### src/rtl/wbuf_pkg.sv
// Shared widths and the queue slot layout for the store buffer.
package wbuf_pkg;
    localparam int WB_AW = 32;
    localparam int WB_DW = 32;

    typedef struct packed {
        logic [WB_AW-1:0] addr;
        logic [WB_DW-1:0] data;
    } wb_entry_t;
endpackage

### src/rtl/wbuf_store.sv
// Collapsing store queue. Slot 0 always holds the oldest entry, and a
// higher index means a younger entry. Pops shift every slot down by
// one, and a push lands just above the youngest entry after that shift.
// Assumes pop is only requested when count is non-zero and push only
// when count is below DEPTH.
module wbuf_store
    import wbuf_pkg::*;
#(
    parameter int DEPTH = 8,
    localparam int CW = $clog2(DEPTH + 1)
) (
    input  logic                  clk,
    input  logic                  rst_n,
    input  logic                  push,
    input  wb_entry_t             push_ent,
    input  logic                  pop,
    output wb_entry_t [DEPTH-1:0] ents,
    output logic [CW-1:0]         count
);
    wb_entry_t       slot_q [DEPTH];
    logic [CW-1:0]   wr_slot;

    // Target slot for an incoming store, after any simultaneous shift.
    assign wr_slot = pop ? count - 1'b1 : count;

    // Occupancy counter.
    always_ff @(posedge clk) begin
        if (!rst_n)              count <= '0;
        else if (push && !pop)   count <= count + 1'b1;
        else if (pop && !push)   count <= count - 1'b1;
    end

    for (genvar i = 0; i < DEPTH; i++) begin : g_slot
        wb_entry_t shift_in;
        if (i == DEPTH - 1) begin : g_top
            assign shift_in = '0;
        end else begin : g_mid
            assign shift_in = slot_q[i+1];
        end

        // Slot register: load a new store, or take the neighbour above on a pop.
        always_ff @(posedge clk) begin
            if (!rst_n)                              slot_q[i] <= '0;
            else if (push && wr_slot == CW'(i))      slot_q[i] <= push_ent;
            else if (pop)                            slot_q[i] <= shift_in;
        end

        assign ents[i] = slot_q[i];
    end
endmodule

### src/rtl/wbuf_match.sv
// Parallel slice comparator. Every occupied slot compares address bits
// [SLICE_HI:SLICE_LO] against the load, and the youngest matching slot
// (the highest index) is selected. Reports whether that slot also
// matches on the full address. Assumes slot order as in wbuf_store.
module wbuf_match
    import wbuf_pkg::*;
#(
    parameter int DEPTH    = 8,
    parameter int SLICE_LO = 2,
    parameter int SLICE_HI = 9,
    localparam int CW = $clog2(DEPTH + 1)
) (
    input  wb_entry_t [DEPTH-1:0] ents,
    input  logic [CW-1:0]         count,
    input  logic [WB_AW-1:0]      ld_addr,
    output logic                  any_hit,
    output logic                  exact,
    output logic [WB_DW-1:0]      sel_data
);
    logic [DEPTH-1:0] hit_vec;

    for (genvar i = 0; i < DEPTH; i++) begin : g_cmp
        // Slice compare of one occupied slot.
        assign hit_vec[i] = (CW'(i) < count) &&
            (ents[i].addr[SLICE_HI:SLICE_LO] == ld_addr[SLICE_HI:SLICE_LO]);
    end

    // Youngest-wins select: later indices override earlier ones.
    always_comb begin
        any_hit  = 1'b0;
        exact    = 1'b0;
        sel_data = '0;
        for (int i = 0; i < DEPTH; i++) begin
            if (hit_vec[i]) begin
                any_hit  = 1'b1;
                exact    = (ents[i].addr == ld_addr);
                sel_data = ents[i].data;
            end
        end
    end
endmodule

### src/rtl/wbuf_fwd.sv
// Store buffer with slice-matched load forwarding. Stores are queued
// and drained oldest-first. A load is answered from the queue when its
// youngest slice match is an exact match. Otherwise it waits for the
// queue to empty, then reads memory. Assumes the processor holds
// ld_valid and ld_addr steady until ld_done. New stores are held off
// while a load is pending, which keeps program order.
module wbuf_fwd
    import wbuf_pkg::*;
#(
    parameter int DEPTH    = 8,
    parameter int SLICE_LO = 2,
    parameter int SLICE_HI = 9,
    localparam int CW = $clog2(DEPTH + 1)
) (
    input  logic             clk,
    input  logic             rst_n,
    input  logic             st_valid,
    input  logic [WB_AW-1:0] st_addr,
    input  logic [WB_DW-1:0] st_data,
    output logic             st_ready,
    input  logic             ld_valid,
    input  logic [WB_AW-1:0] ld_addr,
    output logic             ld_done,
    output logic             ld_fwd,
    output logic [WB_DW-1:0] ld_data,
    output logic             mem_wr_valid,
    output logic [WB_AW-1:0] mem_wr_addr,
    output logic [WB_DW-1:0] mem_wr_data,
    input  logic             mem_wr_ready,
    output logic             mem_rd_req,
    output logic [WB_AW-1:0] mem_rd_addr,
    input  logic             mem_rd_ack,
    input  logic [WB_DW-1:0] mem_rd_data
);
    wb_entry_t [DEPTH-1:0] ents;
    logic [CW-1:0]         count;
    logic                  full, empty, push, pop;
    logic                  any_hit, exact, fwd;
    logic [WB_DW-1:0]      sel_data;

    // Queue state decode and edge handshakes.
    assign full     = (count == CW'(DEPTH));
    assign empty    = (count == '0);
    assign st_ready = !full && !ld_valid;
    assign push     = st_valid && st_ready;
    assign pop      = mem_wr_valid && mem_wr_ready;

    wbuf_store #(.DEPTH(DEPTH)) u_store (
        .clk      (clk),
        .rst_n    (rst_n),
        .push     (push),
        .push_ent ('{addr: st_addr, data: st_data}),
        .pop      (pop),
        .ents     (ents),
        .count    (count)
    );

    wbuf_match #(.DEPTH(DEPTH), .SLICE_LO(SLICE_LO), .SLICE_HI(SLICE_HI)) u_match (
        .ents     (ents),
        .count    (count),
        .ld_addr  (ld_addr),
        .any_hit  (any_hit),
        .exact    (exact),
        .sel_data (sel_data)
    );

    // Memory write port always presents the oldest slot.
    assign mem_wr_valid = !empty;
    assign mem_wr_addr  = ents[0].addr;
    assign mem_wr_data  = ents[0].data;

    // Load resolution: forward on an exact youngest match, else read after drain.
    assign fwd         = ld_valid && any_hit && exact;
    assign mem_rd_req  = ld_valid && empty;
    assign mem_rd_addr = ld_addr;
    assign ld_done     = fwd || (mem_rd_req && mem_rd_ack);
    assign ld_fwd      = fwd;
    assign ld_data     = fwd ? sel_data : mem_rd_data;
endmodule

### config.mk
export PLATFORM = sky130hd
export DESIGN_NAME = wbuf_fwd
export DESIGN_NICKNAME = d
export VERILOG_FILES = /design/src/rtl/wbuf_pkg.sv /design/src/rtl/wbuf_store.sv /design/src/rtl/wbuf_match.sv /design/src/rtl/wbuf_fwd.sv
export SDC_FILE = /design/constraint.sdc
export NUM_CORES = 1
export LEC_CHECK = 0
export ABC_AREA = 1
export ABC_CLOCK_PERIOD_IN_PS = 3800
export BUFFER_PORTS_ARGS = -buffer_cell sky130_fd_sc_hd__buf_2
export CAP_MARGIN = 20
export CORE_AREA = 2 2 295 326
export DETAILED_ROUTE_END_ITERATION = 12
export DIE_AREA = 0 0 297 328
export PLACE_DENSITY = 0.58
export SLEW_MARGIN = 40
export SYNTH_ARGS = -nofsm -noshare
export SYNTH_HDL_FRONTEND = slang
export SYNTH_HIERARCHICAL = 1
export SYNTH_SLANG_ARGS = --single-unit
### constraint.sdc
create_clock -name clk -period 3.8 [get_ports clk]
set_clock_uncertainty 0.05 [all_clocks]
set_input_delay 0.95 -clock clk [delete_from_list [all_inputs] [get_ports clk]]
set_output_delay 0.95 -clock clk [all_outputs]
set_load 0.02 [all_outputs]
==> results_dict.tcl <==
set metrics [dict create \
    drc 0 \
    vias 26430 \
    grt_usage 0.2271 \
    io_pins 267 \
    final-hold-violation-count 0 \
    path_delay_family "simple AND/OR/NAND/NOR gates" \
    busiest_layer "met2" \
    drv_cap 0 \
    syn_area_um2 29890 \
    hold_buffers 0 \
    critical_path_arrival_ns 3.27 \
    ys_types 49 \
    antenna_found_initial 17 \
    final.setup.tns_ns -14.13 \
    firstDrtPassIters 5 \
    p_leak_nw 17.36 \
    yosys_warnings 6 \
    clk_latency_ns 0.66 \
    chipWidth_um 297 \
    worstRegToRegCells 12 \
    fin_cells 5385 \
    cts_tree "built" \
    die_height_um 328 \
    maxSlewHeadroom 0.4628 \
    synth_edf_count 512 \
    cpMostUsedCell "buf_6" \
    hpwl_um 77230 \
    synth_cells 3730 \
    avgRoutedWirePerCell_um 20.99 \
    yosysTopAreaCellShare 0.5143 \
    met3_usage 0.02930 \
    max_stage_delay_ns 0.34 \
    drt_iter0_drc 2586 \
    yosysTopAreaCell "edfxtp_1" \
    gp_congestion 0.9268 \
    setup_slack_ns -0.4659 \
    portBuffers 266 \
    critPathKind "in2out" \
    ant_nets 0 \
    core_um2 93900 \
    drive_gt1_frac 0.1980 \
    rr_endpoint "u_store/slot_q[0][206]" \
    cts.reportedPaths.clkPinSlew_ns 0.06 \
    cts-root-buf "clkbuf_16" \
    cts.sinks 516 \
    area_growth_pct 24.55 \
    max_freq_mhz 234.4 \
    cp_num_buf_inv 7 \
    avgSynthCellArea_um2 8.015 \
    end_kind "output pin" \
    vdd_drop_max_v 0.0004382 \
    total_power_mw 24.16 \
    hold_class "reg2reg" \
    synth_seq_area_share 0.5170 \
    fin_crit_sh 1.123 \
    hold_path_startpoint "u_store/slot_q[0][210]" \
    rows 118 \
    run_status "finished, violations left" \
    clk_path_buf_depth 3 \
    dp_cells 5261 \
    violations "negative setup slack" \
    start_util 0.3184 \
    worstMarginPinSlew_ns 0.8058 \
    ys_seq_elements 516 \
    critical_path.max_fanout 6 \
    grt_pass1_wl_um 167000 \
    synthFlopType "edfxtp_1" \
    rrSetupSlack_ns 0.65 \
    rsz0062_at_grt "yes" \
    yosys.cell_count.top_type "nand2_1" \
    grt_max_degree 64 \
    worst_r2r_startpoint "u_store/count[1]" \
    htreeDepth 2 \
    drt-total-wl_um 113100 \
    cts_buffers 57 \
    fin_crit_ns 4.266 \
    required_ns 2.80 \
    syn-num-nets 3867 \
    netlist_top_cells_count "nand2_1 (1758), edfxtp_1 (512), nor2_1 (366)" \
    slowest_stage "nor4_2" \
    crit_chain "buf_6 -> buf_6 -> xor2_1 -> nor4_2 -> buf_4 -> nand4_1 -> nand3b_1 -> nand2_1 -> nand2_1 -> nand2_2 -> nand3_4 -> clkinv_8 -> buf_6 -> buf_12 -> nand2_8 -> nand2_4 -> buf_6" \
    worstSetupStartpointType "primary input" \
    met2_usage 0.3915 \
    yosys-top-cells-area "edfxtp_1 (51%), nand2_1 (22%), nor2_1 (4.6%)" \
    min_to "u_store/slot_q[0][146]" \
    min_delay_path_depth 2 \
    p_per_area_nw_per_um2 648.8 \
    gr-usage-met1 0.2925 \
    grt_pass1_vias 25720 \
    synthArstFlopShare 0 \
    setup_viol 34 \
    grt_overflow 0 \
    layout.nets 4211 \
    worst_hold_slack_ns 0.4825 \
    avgViaCountPerCell 4.908 \
    die_area_um2 97420 \
    slew_violations 0 \
]
## power breakdown
| part | internal, mW | leakage [nW] | switching (mW) |
|---|---|---|---|
| logic | 2.49 | 10.9 | 5.55 |
| registers | 8.95 | 5.55 | 1.34 |
| clock network | 3.33 | 0.933 | 2.51 |
## stage by stage
stage	area, um^2	util	setup WS [ns]
2_1_floorplan	29990	-	0.001397
3_3_place_gp	34250	0.3647	-0.7033
3_5_place_dp	34280	0.3651	-0.7350
4_1_cts	36870	0.3927	-0.4161
5_1_grt	37230	0.3965	-0.5580
6_report	37230	0.3965	-0.4659
## registers in the layout, indices dropped and copies added, names as in the netlist
register        flops
u_store/slot_q    512
u_store/count       4
## cell families after synthesis
logic type | count (synthesis) | synth area share
AOI/OAI and AO/OA | 187 | 0.03917
xor gates and xnor gates | 171 | 0.05010
adders and majority gates | 3 | 0.001256
buffers and inverters | 439 | 0.07036
DFF | 516 | 0.5170
and+or+nand+nor | 2414 | 0.3221
## cell type report
| type | instances | area (um^2) |
|---|---|---|
| Inverter | 213 | 812.0 |
| Clock buffer | 68 | 1468 |
| Fill cell | 9522 | 56670 |
| Tap cell | 1260 | 1577 |
| Multi-Input combinational cell | 2775 | 13000 |
| Sequential cell | 516 | 15450 |
| Antenna cell | 4 | 10.01 |
| Clock inverter | 38 | 442.9 |
| Timing Repair Buffer | 511 | 4473 |
## layer usage
metal  part of all wire  routed length (um)
met4              0.034                3847
met2               0.48               54500
met5            0.00031                  35
met1               0.41               46490
met3              0.072                8181
## layout by cell type (no fill, tap or decap), types with 5 or more instances in the layout
master / Yosys / layout
a21oi_1: 57 / 56
a21oi_2: 26 / 21
a21oi_4: 0 / 6
buf_12: 2 / 69
buf_2: 91 / 221
buf_4: 48 / 158
buf_6: 8 / 51
bufinv_16: 0 / 8
clkbuf_1: 62 / 11
clkbuf_16: 0 / 60
clkinv_1: 0 / 9
clkinv_2: 1 / 12
edfxtp_1: 512 / 512
inv_1: 200 / 198
inv_2: 12 / 14
nand2_1: 1758 / 1681
nand2_2: 31 / 78
nand2_4: 0 / 27
nand3_1: 182 / 174
nand3_2: 1 / 8
nand4_1: 28 / 28
nor2_1: 366 / 349
nor2_2: 4 / 16
nor2_4: 10 / 15
nor3_1: 7 / 5
nor4_2: 0 / 5
o21ai_0: 45 / 45
o21ai_1: 6 / 6
o21bai_1: 30 / 30
o22ai_1: 9 / 9
or2_2: 9 / 9
xnor2_1: 106 / 101
xor2_1: 65 / 62
## worst max-delay path by stage
stage                           start           to  depth (start not counted)
after floorplan            ld_addr[2]  ld_data[15]                         13
after global placement    ld_addr[19]  ld_data[13]                         21
after detailed placement  ld_addr[19]  ld_data[27]                         21
after CTS                 ld_addr[26]  ld_data[23]                         17
after global routing      ld_addr[26]   ld_data[0]                         26
final                     ld_addr[26]  ld_data[23]                         17
## worst min-delay path, stage by stage, from the launching register on
cell      delay, ns
edfxtp_1       0.34
nand2_1        0.05
nand2_1        0.04
## what timing repair did
action                                  CTS  global route
endpoints found under the setup margin   34            34
setup buffers                             7             4
gates cloned                              3             3
gates resized for setup                 149            73
pin swaps                                25            46
Note: power is estimated with default switching activity, not from simulation.
